[config.mk]
export PLATFORM = sky130hd
export DESIGN_NAME = can_irq_unit
export DESIGN_NICKNAME = d
export VERILOG_FILES = /design/src/rtl/can_irq_pkg.sv /design/src/rtl/can_irq_flags.sv /design/src/rtl/can_irq_mask.sv /design/src/rtl/can_irq_ovr.sv /design/src/rtl/can_irq_unit.sv
export SDC_FILE = /design/constraint.sdc
export NUM_CORES = 1
export LEC_CHECK = 0
export CELL_PAD_IN_SITES_DETAIL_PLACEMENT = 0
export CELL_PAD_IN_SITES_GLOBAL_PLACEMENT = 2
export CORE_MARGIN = 3
export CORE_UTILIZATION = 34
export DETAILED_ROUTE_END_ITERATION = 6
export DONT_BUFFER_PORTS = 1
export PLACE_DENSITY_LB_ADDON = 0.1
export SYNTH_ARGS = -nofsm -noshare
export SYNTH_HDL_FRONTEND = slang
export SYNTH_SLANG_ARGS = --single-unit
export TNS_END_PERCENT = 30
[constraint.sdc]
create_clock -name clk -period 1.4 [get_ports clk]
set_clock_uncertainty 0.05 [all_clocks]
set_input_delay 0.07 -clock clk [delete_from_list [all_inputs] [get_ports clk]]
set_output_delay 0.07 -clock clk [all_outputs]
set_load 0.02 [all_outputs]
[src/rtl/can_irq_pkg.sv]
package can_irq_pkg;

    localparam int NUM_EV   = 8;
    localparam int ADDR_W   = 2;

    // Event bit positions (the host decodes them)
    localparam int EV_RX_VALID  = 0;
    localparam int EV_TX_DONE   = 1;
    localparam int EV_ERR_WARN  = 2;
    localparam int EV_OVERRUN   = 3;
    localparam int EV_WAKE      = 4;
    localparam int EV_ERR_PASV  = 5;
    localparam int EV_ARB_LOST  = 6;
    localparam int EV_BUS_ERR   = 7;

    typedef logic [NUM_EV-1:0] ev_vec_t;

    typedef enum logic [ADDR_W-1:0] {
        REG_FLAG = 2'd0,
        REG_MASK = 2'd1,
        REG_STAT = 2'd2,
        REG_NONE = 2'd3
    } reg_sel_e;

    // Sticky bit update: set has priority over clear
    function automatic logic sticky_next(input logic cur, input logic set, input logic clr);
        return set | (cur & ~clr);
    endfunction

endpackage

[src/rtl/can_irq_flags.sv]
module can_irq_flags
    import can_irq_pkg::*;
(
    input  logic    clk,
    input  logic    rst,
    input  ev_vec_t set_i,
    input  ev_vec_t clr_i,
    output ev_vec_t flag_o,
    output ev_vec_t flag_next_o
);

    ev_vec_t flag_q;

    for (genvar i = 0; i < NUM_EV; i++) begin : g_bit
        assign flag_next_o[i] = sticky_next(flag_q[i], set_i[i], clr_i[i]);
        always_ff @(posedge clk) begin
            if (rst) flag_q[i] <= 1'b0;
            else     flag_q[i] <= flag_next_o[i];
        end
    end

    assign flag_o = flag_q;

    // Every pulsed event is present afterwards, even when also cleared
    assert_event_sets_R5: assert property (@(posedge clk) disable iff (rst)
        (set_i != '0) |=> ((flag_q & $past(set_i)) == $past(set_i)));

    // Cleared bits without a coinciding event are gone afterwards
    assert_w1c_clears_R4: assert property (@(posedge clk) disable iff (rst)
        ((clr_i & ~set_i) != '0) |=> ((flag_q & $past(clr_i & ~set_i)) == '0));

    // Bits neither set nor cleared hold their value
    assert_flag_hold_R10: assert property (@(posedge clk) disable iff (rst)
        ((set_i == '0) && (clr_i == '0)) |=> (flag_q == $past(flag_q)));

endmodule

[src/rtl/can_irq_mask.sv]
module can_irq_mask
    import can_irq_pkg::*;
(
    input  logic    clk,
    input  logic    rst,
    input  logic    we_i,
    input  ev_vec_t wdata_i,
    output ev_vec_t mask_o,
    output ev_vec_t mask_next_o
);

    ev_vec_t mask_q;

    assign mask_next_o = we_i ? wdata_i : mask_q;

    always_ff @(posedge clk) begin
        if (rst) mask_q <= '0;
        else     mask_q <= mask_next_o;
    end

    assign mask_o = mask_q;

    assert_mask_load_R6: assert property (@(posedge clk) disable iff (rst)
        we_i |=> (mask_q == $past(wdata_i)));

    assert_mask_hold_R6: assert property (@(posedge clk) disable iff (rst)
        !we_i |=> $stable(mask_q));

endmodule

[src/rtl/can_irq_ovr.sv]
module can_irq_ovr (
    input  logic clk,
    input  logic rst,
    input  logic set_i,
    input  logic clr_cmd_i,
    output logic ovr_o
);

    logic ovr_q;

    always_ff @(posedge clk) begin
        if (rst)            ovr_q <= 1'b0;
        else if (set_i)     ovr_q <= 1'b1;
        else if (clr_cmd_i) ovr_q <= 1'b0;
    end

    assign ovr_o = ovr_q;

    assert_ovr_set_R9: assert property (@(posedge clk) disable iff (rst)
        set_i |=> ovr_q);

    assert_ovr_clear_R9: assert property (@(posedge clk) disable iff (rst)
        (clr_cmd_i && !set_i) |=> !ovr_q);

    assert_ovr_hold_R9: assert property (@(posedge clk) disable iff (rst)
        (!clr_cmd_i && !set_i) |=> $stable(ovr_q));

endmodule

[src/rtl/can_irq_unit.sv]
module can_irq_unit
    import can_irq_pkg::*;
(
    input  logic        clk,
    input  logic        rst,
    input  logic [7:0]  evt_i,
    input  logic        rxbuf_rdy_i,
    input  logic        ovr_clr_i,
    input  logic        bus_wr_i,
    input  logic [1:0]  bus_addr_i,
    input  logic [7:0]  bus_wdata_i,
    output logic [7:0]  bus_rdata_o,
    output logic        irq_o
);

    reg_sel_e sel;
    ev_vec_t  flag_clr;
    ev_vec_t  flags, flags_next;
    ev_vec_t  mask, mask_next;
    logic     mask_we;
    logic     ovr;
    logic     irq_q;

    assign sel      = reg_sel_e'(bus_addr_i);
    assign flag_clr = (bus_wr_i && sel == REG_FLAG) ? ev_vec_t'(bus_wdata_i) : '0;
    assign mask_we  = bus_wr_i && (sel == REG_MASK);

    can_irq_flags u_flags (
        .clk         (clk),
        .rst         (rst),
        .set_i       (ev_vec_t'(evt_i)),
        .clr_i       (flag_clr),
        .flag_o      (flags),
        .flag_next_o (flags_next)
    );

    can_irq_mask u_mask (
        .clk         (clk),
        .rst         (rst),
        .we_i        (mask_we),
        .wdata_i     (ev_vec_t'(bus_wdata_i)),
        .mask_o      (mask),
        .mask_next_o (mask_next)
    );

    can_irq_ovr u_ovr (
        .clk       (clk),
        .rst       (rst),
        .set_i     (evt_i[EV_OVERRUN]),
        .clr_cmd_i (ovr_clr_i),
        .ovr_o     (ovr)
    );

    // Registered from the next-state values so the line tracks the registers
    always_ff @(posedge clk) begin
        if (rst) irq_q <= 1'b0;
        else     irq_q <= |(flags_next & mask_next);
    end

    assign irq_o = irq_q;

    always_comb begin
        unique case (sel)
            REG_FLAG: bus_rdata_o = flags;
            REG_MASK: bus_rdata_o = mask;
            REG_STAT: bus_rdata_o = {{(NUM_EV-2){1'b0}}, ovr, rxbuf_rdy_i};
            default:  bus_rdata_o = '0;
        endcase
    end

    assert_irq_level_R7: assert property (@(posedge clk) disable iff (rst)
        1'b1 |=> (irq_o == |(flags & mask)));

    assert_mask_zero_drops_irq_R8: assert property (@(posedge clk) disable iff (rst)
        (mask_we && bus_wdata_i == 8'h00) |=> !irq_o);

    assert_reset_state_R1: assert property (@(posedge clk)
        rst |=> (flags == '0 && mask == '0 && !ovr && !irq_o));

endmodule

Word-level counts from Yosys, hierarchy flattened. Index checks and enable logic that the tools add are counted.

Register bits after elaboration: 18. Bits of input ports: 23. Output and inout bits: 9. Logic and storage cells: 48.

Eq/ne operators: 2. Mux-type cells: 5. Bitwise gates (word level): 25. Reductions and logical operators: 5.

Operators by type and width (count): case mux 8 bit (3 select lines) (1); 2-to-1 mux 8 bit (2); bitwise AND 1 bit (8); bitwise AND 8 bit (1); NOT 1 bit (8); bitwise OR 1 bit (8); OR reduction 8 bit (1); equality test 2 x 1 -> 1 bit (second input constant) (1); equality test 2 bit (second input constant) (1); logical AND 1 bit (2); logical NOT 2 bit (1); 2-to-1 mux 1 bit (2); nonzero test 2 bit (1).

Depth between registers and ports, before layout. Gate-level depths: netlist of the first run.

Depth after elaboration: 8. Depth in mapped cells: 6. Mapped depth without buffers: 5.

Cells and area by module. Synthesis of the first run repeated with hierarchy kept, for this count alone.

Cells, all modules: 105. Area, all modules: 1061.0 sq um.

Modules (own cells, without submodules): can_irq_flags (times used 1, cells an instance 41, area each 411.6 sq um, seq. area each 160.2 sq um); can_irq_mask (times used 1, cells an instance 25, area each 341.6 sq um, seq. area each 160.2 sq um); can_irq_unit (times used 1, cells an instance 35, area each 269.0 sq um, seq. area each 20.0 sq um); can_irq_ovr (times used 1, cells an instance 4, area each 38.8 sq um, seq. area each 20.0 sq um).

Least setup slack after synthesis of the first run. OpenSTA, ideal clock, no wires.

Path kind: input -> register. Start point: input port bus_addr_i[1]. End point: register irq_q, in the netlist irq_o. Library setup time: 0.126 ns. Arrival time: 1.108 ns. Required time: 1.224 ns. Slack: 0.117 ns. Cell stages on the path: 6. Path buffers: 1. Cells stage by stage: or3b_1 > buf_6 > o22ai_2 > o22ai_1 > nor4_1 > nor2_1.

Cells in the longest elaborated chain, start to end: 8. Elaborated cells on any way between the ends: 32. Those cells by class: eq/ne: 1; mux: 2; bitwise: 25; reduce/logical: 4.

Ends and longest elaborated chain: start, declared (RTL line can_irq_unit.sv:10) `input logic [1:0] bus_addr_i,`; logical NOT 2 bit (RTL line can_irq_unit.sv:25) `assign flag_clr = (bus_wr_i && sel == REG_FLAG) ? ev_vec_t'(bus_wdata_i) : '0;`; logical AND 1 bit (RTL line can_irq_unit.sv:25); 2-to-1 mux 8 bit (RTL line can_irq_unit.sv:25); NOT 1 bit (RTL line can_irq_pkg.sv:27) `return set | (cur & ~clr);`; bitwise AND 1 bit (RTL line can_irq_pkg.sv:27); bitwise OR 1 bit (RTL line can_irq_pkg.sv:27); bitwise AND 8 bit * (RTL line can_irq_unit.sv:57) `else irq_q <= |(flags_next & mask_next);`; OR reduction 8 bit * (RTL line can_irq_unit.sv:57); end signal, assigned (RTL line can_irq_unit.sv:57); end, declared (RTL line can_irq_unit.sv:22) `logic irq_q;`.

Every way passes the cells marked *; elsewhere a longest branch is shown, timed or not. A chain may end at the register's enable or synchronous reset.

Worst setup path after layout of the first run.
Start point: input port bus_addr_i[1]. End point: register u_flags.flag_q[6], in the netlist u_flags.flag_o[6].

Cells in the longest elaborated chain, start to end: 6.

Ends and longest elaborated chain: logical NOT 2 bit (RTL line can_irq_unit.sv:25); logical AND 1 bit (RTL line can_irq_unit.sv:25); 2-to-1 mux 8 bit (RTL line can_irq_unit.sv:25); NOT 1 bit (RTL line can_irq_pkg.sv:27); bitwise AND 1 bit (RTL line can_irq_pkg.sv:27); bitwise OR 1 bit (RTL line can_irq_pkg.sv:27); end signal, assigned by index (RTL line can_irq_flags.sv:18) `else flag_q[i] <= flag_next_o[i];`; end, declared (RTL line can_irq_flags.sv:12) `ev_vec_t flag_q;`.

Every way passes these cells.

==> reports/results.txt, run 1 <==
STA classifies the critical path startpoint as a primary input. The number of clock buffers inserted by TritonCTS came out at 3. The run gives 0 as the number of nets still failing antenna checks after routing.

The power share of the combinational group came out at 17.7%. After layout, the worst path uses 94.3% of the clock period. For the aggregate negative setup slack, the log shows 0 ns. The largest net degree at the start of global routing is 19, and the number of antenna repair diodes is 0. Library cell with the largest summed area after synthesis: sky130_fd_sc_hd__dfxtp_1.

The flip-flop and latch count after synthesis is 18. By count the netlist is led by sky130_fd_sc_hd__nor2_1 (24), sky130_fd_sc_hd__dfxtp_1 (18), sky130_fd_sc_hd__mux2i_1 (16). The beginning of the worst hold path was bus_wdata_i[0]. Wire length after detailed routing: 2.20 mm.

The final-report max-slew violation count is 0. The logs give 1 for the level count of the clock H-tree and 1.43 ns for the arrival time reported for the critical path endpoint. The critical path is of the primary input to flip-flop type. The transition at the pin with the smallest max-transition slack was 0.702 ns; the initial antenna violation count was 0.

Of the cells placed in the final design, the portion with a size suffix greater than 1 is 10.6%. The count of final setup violators is 0, and the largest buffer count on any clock path is 2. Setup repair after global routing left no endpoint under its margin. Counting flops with an async set or reset pin after synthesis yields a share of 0%. The first detailed-routing pass took 4 iterations. The logs give 0 for the max-cap violation count and 3.80 mm for the global-route wire length before repair.

During placement, the flow inserted port buffers numbering 0. The die height works out to 56.1 um. The tools report the buffer type at the clock tree root as sky130_fd_sc_hd__clkbuf_4.

The final reports fail on hold timing. The per-cell routed wire length came out at 15.6 um. The congestion estimate from routability-driven global placement came to 0.680. The startpoint of the most critical setup path is bus_addr_i[1]. Counting cells, the worst reg-to-reg path comes to 3. From synthesis to final layout, the design area changed by 31.1%. After clock tree synthesis, the clock-pin slew on the worst setup and hold paths is 0.10 ns.

Leakage component of the power: 0.000500 uW. STA puts the critical path data required time at 1.51 ns. TritonCTS built the clock tree. The global-route layer with the greatest usage was met2.

Net switching power figure: 276 uW. Measured along the x axis, the die boundary spans 56.1 um. Counting every sink on the clock net gives 18.

Per report_power, the clock group accounts for 30.0% of the total. The first routing iteration left 18 violations. The min-delay analysis places its worst path in the category primary input to flip-flop.

In the post-synthesis netlist, the biggest area contributors are sky130_fd_sc_hd__dfxtp_1 (42%), sky130_fd_sc_hd__mux2i_1 (19%), sky130_fd_sc_hd__nor2_1 (11%), sky130_fd_sc_hd__o22ai_1 (5.9%), sky130_fd_sc_hd__o22ai_2 (5.9%). The tools report the sequential cell fraction of total power as 52.2%. When the netlist entered floorplanning its net count stood at 116. In this run the critical register-to-register path is launched from u_flags.flag_o[6]$_SDFF_PP0_. Cell count of the worst hold path: 3. Once the floorplan was initialized, standard cells occupied 37.1% of the core.

Final hold violation count: 1. The mean number of vias per cell is 5.14. The logs give 852 um2 for the post-synthesis instance area and 0.454 mV for the highest ir drop seen on vdd. The die covers 3140 um2.

For this run the aggregate overflow at the end of global routing stands at 0. For this run, the post-layout net count is 137. The run finished, with violations left. For the minimum hold slack, the log shows -0.0264 ns. For this run, the leading register cell type out of synthesis is sky130_fd_sc_hd__dfxtp_1. The share of synthesized area in the top cell type comes to 42.3%. After detailed routing, the number of remaining DRC violations is 0. Once the clock tree was built, the setup fixing pass inserted 0 buffers. The site row count is 17. Cell internal power was estimated by the tool at 805 uW. The routed layout has 725 vias. The cell count after synthesis is 93. Dividing total power by cell area gives a power density of 967 nW/um2.

For the clock insertion delay at the later pin of the skew report, the log shows 0.29 ns. Global routing consumed, on the met1 layer, 20.2% of the routing resources. Measured against its own limit, the worst slew margin works out to 53.0%.

Global routing consumed, over all layers together, 15.3% of the routing resources. The met3 demand-to-capacity share in global routing came out at 3.25%. The design draws 1080 uW. Net switching is 25.5% of the power. During I/O placement, the number of pins put on the boundary was 32. Static timing analysis puts the maximum clock frequency at 758 MHz. The biggest fanout along the worst timing path was 13; the fraction of the yosys area taken by sequential cells was 42.3%. Yosys mapped the design onto 17 distinct sky130hd cell types. The Yosys step of the flow raised 0 warnings.

The average cell area after synthesis works out to 9.16 um2. The post-layout minimum cycle time was 1.32 ns. The logs give 2300 um2 for the area inside the core boundary and 795 for the number of global-route vias before repair. Counting flops with a built-in enable in the synthesized netlist gives 0. The category of the worst setup path capture point was a flip-flop. Cell with the most instances after synthesis: sky130_fd_sc_hd__nor2_1. In the global route stage, met2 resource usage came out at 24.0%.
## layer usage
layer	share of wire [%]	routed length, um	vias up
li1	-	-	366
met1	46	1010	336
met2	47	1030	21
met3	6.4	141	2
met4	0.64	14	0
met5	0	0	-
## area by class of cell
| type | count | area, um2 |
|---|---|---|
| sequential | 18 | 360 |
| multi-input combinational | 68 | 464 |
| tap | 28 | 35.0 |
| fill | 231 | 1180 |
| timing repair buffer | 22 | 218 |
| clock buffer | 4 | 36.3 |
| inverter | 1 | 3.75 |
## repair_timing
action | in CTS | in global routing
hold buffers | 21 | 0
gates resized for setup | 0 | 3
endpoints found under the setup margin | 0 | 3
endpoints found under the hold margin | 18 | 0
## logic make-up (layout without fill, tap and decap cells)
logic type | after synthesis | after routing | share of synthesized area, %
flip-flops | 18 | 18 | 42.3
buffers and inverters | 7 | 27 | 4.40
AND/OR/NAND/NOR | 37 | 37 | 21.0
AO/OA/AOI/OAI | 15 | 15 | 13.5
multiplexers | 16 | 16 | 18.8
## per-stage QoR
| step | cells | area, um2 | setup slack (ns) | hold WS (ns) | util [%] |
|---|---|---|---|---|---|
| floorplan | 93 | 852 | 0.117 | 0.137 | - |
| global placement | 117 | 868 | 0.00660 | 0.0943 | 37.8 |
| detailed placement | 117 | 868 | -0.0286 | 0.0963 | 37.8 |
| CTS | 142 | 1110 | 0.0146 | 0.00117 | 48.5 |
| global route | 141 | 1120 | 0.0248 | 0.00133 | 48.6 |
| finish | 141 | 1120 | 0.0803 | -0.0264 | 48.6 |
## critical path: stages
cell and delay (ns):
sky130_fd_sc_hd__or3b_1 0.55, sky130_fd_sc_hd__o22ai_2 0.19, sky130_fd_sc_hd__dlygate4sd3_1 0.58, sky130_fd_sc_hd__nor2_1 0.04
## worst paths after layout
check	end	slack [ns]
max	u_flags.flag_o[6]$_SDFF_PP0_	0.08
min	u_flags.flag_o[0]$_SDFF_PP0_	-0.03
max reg2reg	u_flags.flag_o[6]$_SDFF_PP0_	0.09
min reg2reg	u_ovr.ovr_o$_SDFFE_PP0P_	0.46
## registers in the layout (all words and copies together) (netlist names)
register,cells
irq_o,1
u_ovr.ovr_o,1
u_flags.flag_o,8
u_mask.mask_o,8
## layout by cell type, fill, tap and decap left out, drive strengths merged
cell           n
o22ai         12
inv            1
nor4           1
dfxtp         18
dlymetal6s4s   1
clkbuf         4
dlygate4sd3   19
mux2i         16
nor2          24
nand2b         7
nand3b         2
or3b           1
a21oi          2
o21ai          1
nand2          1
buf            2
or4bb          1
## power by group through the flow
stage               logic (uW)  clock network [uW]  registers, uW
finish                     192                 324            565
global route               211                 363            569
CTS                        191                 337            564
detailed placement         129                   0            576
global placement           128                   0            576
floorplan                  127                   0            571
Power figures use the tool's default switching activity.
==> run 2: changes to the inputs <==
Clock period 1.4 ns to 1.3 ns, I/O delays scaled along.
==> reports/results.txt, run 2 (synthesis results as in run 1) <==
At the later pin of the worst-skew pair, clock insertion delay measures 0.29 ns. Setup repair after global routing could not meet its margin everywhere. The origin of the critical flop-to-flop path was u_mask.mask_o[5]$_SDFF_PP0_.

Subtracting the final worst setup slack from the clock period gives 1.25 ns. The area of all sequential standard cells was 360 um2. The number of global-route vias before repair is 778, and the top achievable clock speed is 799 MHz.

The region available for standard cell placement spans 2300 um2. Once placement finished, the instance area stood at 898 um2. Relative to the synthesized area, the layout overhead comes to 25.3%.

The largest net degree at the start of global routing is 19, and the aggregate negative setup slack is 0 ns. The post-route netlist has 12.7% of its cells at a drive strength greater than 1. The tools report the weighted congestion at the end of routability-driven global placement as 0.666. Dividing the final minimum period by the clock period gives 96.3%. The worst-case IR drop observed on VDD is 0.422 mV.

Along the worst hold path, the cell count comes to 3. On the final layout, the worst hold slack is 0.00531 ns. Number of sinks driven by the clock tree: 18.

The worst register-to-register path has a depth of 4. The worst register-to-register path ends at irq_o$_SDFF_PP0_. The run gives 3140 um2 as the die footprint. In this run the most critical hold path is launched from bus_addr_i[1]. The class of the worst hold path was primary input to flip-flop.

Max-cap violations in this run came to 0. Of all nets on the critical path, the largest fanout is 2. TritonCTS built the clock tree. The tools report the final-report max-slew violation count as 0.

TritonCTS created 3 clock buffers. Setup violations remaining at the end of the flow were counted as 0. The first-pass iteration count of the detailed router is 3, and the count of boundary I/O pins is 32.

Power spread over the standard cell area amounts to 1020 nW/um2. The data required time at the worst endpoint was 1.41 ns. Clock tree synthesis selected as its root buffer the cell sky130_fd_sc_hd__clkbuf_4.

In this run the tool buffered the top-level ports with 0 buffer cells. Footprint of the multi-input gates: 460 um2. The flow ran to the end, and the final reports show no timing, DRC or antenna violations.

Traced cell by cell, the critical path runs through dlygate4sd3_1 > nand2b_1 > o22ai_2 > o22ai_1 > nor4_1 > nor2_1. The run gives 1070 um2 as the cell area after layout. Summed over all layers, the global routing overflow is 0. Once placement completed, the tool counted placed cells totaling 121.

The transition at the pin with the smallest max-transition slack was 0.690 ns. The tools report the leakage component of the power as 0.000474 uW. Measured against its own limit, the worst slew margin works out to 53.8%. STA classifies the critical path endpoint as a flip-flop. Leaving out fill and tap cells, the most frequent cell in the layout is sky130_fd_sc_hd__nor2_1.

Post-CTS timing repair inserted 0 buffers for setup. The floorplan step set the die width to 56.1 um. The detailed router placed 720 vias in this run.

The per-cell routed wire length was 15.6 um. The largest buffer count on any clock path came out at 2. The site row count is 17. For this run, design rule violations remaining after detail routing come to 0. For the initial antenna violation count, the log shows 0. After detailed routing, the total wire length is 2.16 mm. For the number of antenna repair diodes, the log shows 0. For hold timing, the worst endpoint is u_flags.flag_o[3]$_SDFF_PP0_. For this run, the slowest stage of the critical path takes 0.57 ns.

The filler cells instantiated in the layout total 225. The tools report the final hold violation count as 0. The standard cell with the maximum stage delay on the critical path is sky130_fd_sc_hd__dlygate4sd3_1.

The first global-routing pass estimated 3.55 mm of wire. The logs give 14.3% for the overall fraction of global-route tracks in use and 138 for the post-layout instance count excluding filler cells. At the end of the flow, the number of nets in the layout was 135.

The count of nets left with antenna violations once routing finished came out at 0. The top cell types in the final layout, fill and taps aside, are sky130_fd_sc_hd__nor2_1 (24), sky130_fd_sc_hd__dfxtp_1 (18), sky130_fd_sc_hd__mux2i_1 (16). In this run, the number of DRC markers left after iteration 0 of detailed routing was 24.

STA puts the critical path data arrival time at 1.36 ns. The clock input transition at the sequential cells of the worst setup and hold paths was 0.11 ns; the die height was 56.1 um. After layout, the design draws a total of 1080 uW. The critical path start-end classification was primary input to flip-flop. The category of the worst setup path launch point is a primary input. Summed over all nets, the half-perimeter wirelength after detailed placement is 1.48 mm.

Across all register-to-register paths, the minimum setup slack is 0.10 ns. Mean number of vias per cell: 5.22. The level count of the clock H-tree was 1; the initial core utilization was 37.1%.
## run 2: cell count changes in the layout (fill, tap and decap cells not counted)
| cell | before | now |
|---|---|---|
| sky130_fd_sc_hd__dlygate4sd3_1 | 19 | 14 |
| sky130_fd_sc_hd__a21oi_1 | 1 | 2 |
| sky130_fd_sc_hd__dlymetal6s4s_1 | 1 | 0 |
| sky130_fd_sc_hd__clkbuf_8 | 1 | 0 |
| sky130_fd_sc_hd__buf_4 | 2 | 6 |
| sky130_fd_sc_hd__a21oi_2 | 1 | 0 |
## run 2: layer usage
| metal | share of wire (%) | routed length [um] | global-route usage [%] | up-vias |
|---|---|---|---|---|
| met5 | 0 | 0 | 0 | - |
| met4 | 0.65 | 14 | 6.10 | 0 |
| met3 | 7.3 | 157 | 3.94 | 2 |
| met2 | 47 | 1010 | 22.9 | 19 |
| met1 | 45 | 978 | 17.9 | 338 |
| li1 | - | - | - | 361 |
## run 2: where the power goes
| part | leakage, uW | switching, uW | internal, uW |
|---|---|---|---|
| Combinational | 0.000311 | 92.0 | 105 |
| Clock | 0.0000138 | 172 | 108 |
| Sequential | 0.000149 | 22.3 | 585 |
## run 2: worst max-delay path by stage
stage	endpoint	slack, ns	cells after the start	startpoint
2_1_floorplan	irq_o$_SDFF_PP0_	0.02	6	bus_addr_i[1]
3_3_place_gp	irq_o$_SDFF_PP0_	-0.08	5	bus_addr_i[1]
3_5_place_dp	irq_o$_SDFF_PP0_	-0.14	5	bus_addr_i[1]
4_1_cts	bus_rdata_o[1]	0.04	2	u_mask.mask_o[1]$_SDFF_PP0_
5_1_grt	irq_o$_SDFF_PP0_	-0.009	6	evt_i[2]
6_report	irq_o$_SDFF_PP0_	0.05	6	evt_i[2]
## run 2: stage by stage
stage / util [%] / setup WS [ns]
global route: 46.5 / -0.00916
detailed placement: 39.1 / -0.144
CTS: 46.2 / 0.0449
floorplan: - / 0.0215
global placement: 39.1 / -0.0833
finish: 46.5 / 0.0480
## run 2: critical path: cells and delay by family
kind | cells | cell delay (ns)
simple gates | 3 | 0.50
compound gates | 2 | 0.22
buf+inv | 1 | 0.57
## run 2: what timing repair did
action,in CTS,in global routing
gates resized for setup,0,1
hold buffers,14,0
setup endpoints to repair,0,2
endpoints found under the hold margin,18,0
## run 2: layout make-up
type / count / area share (%)
inverters: 1 / 0.352
clock buffers: 3 / 2.11
multi-input cells: 68 / 43.1
repair buffers: 20 / 17.4
well taps: 28 / 3.28
flip-flops and latches: 18 / 33.8
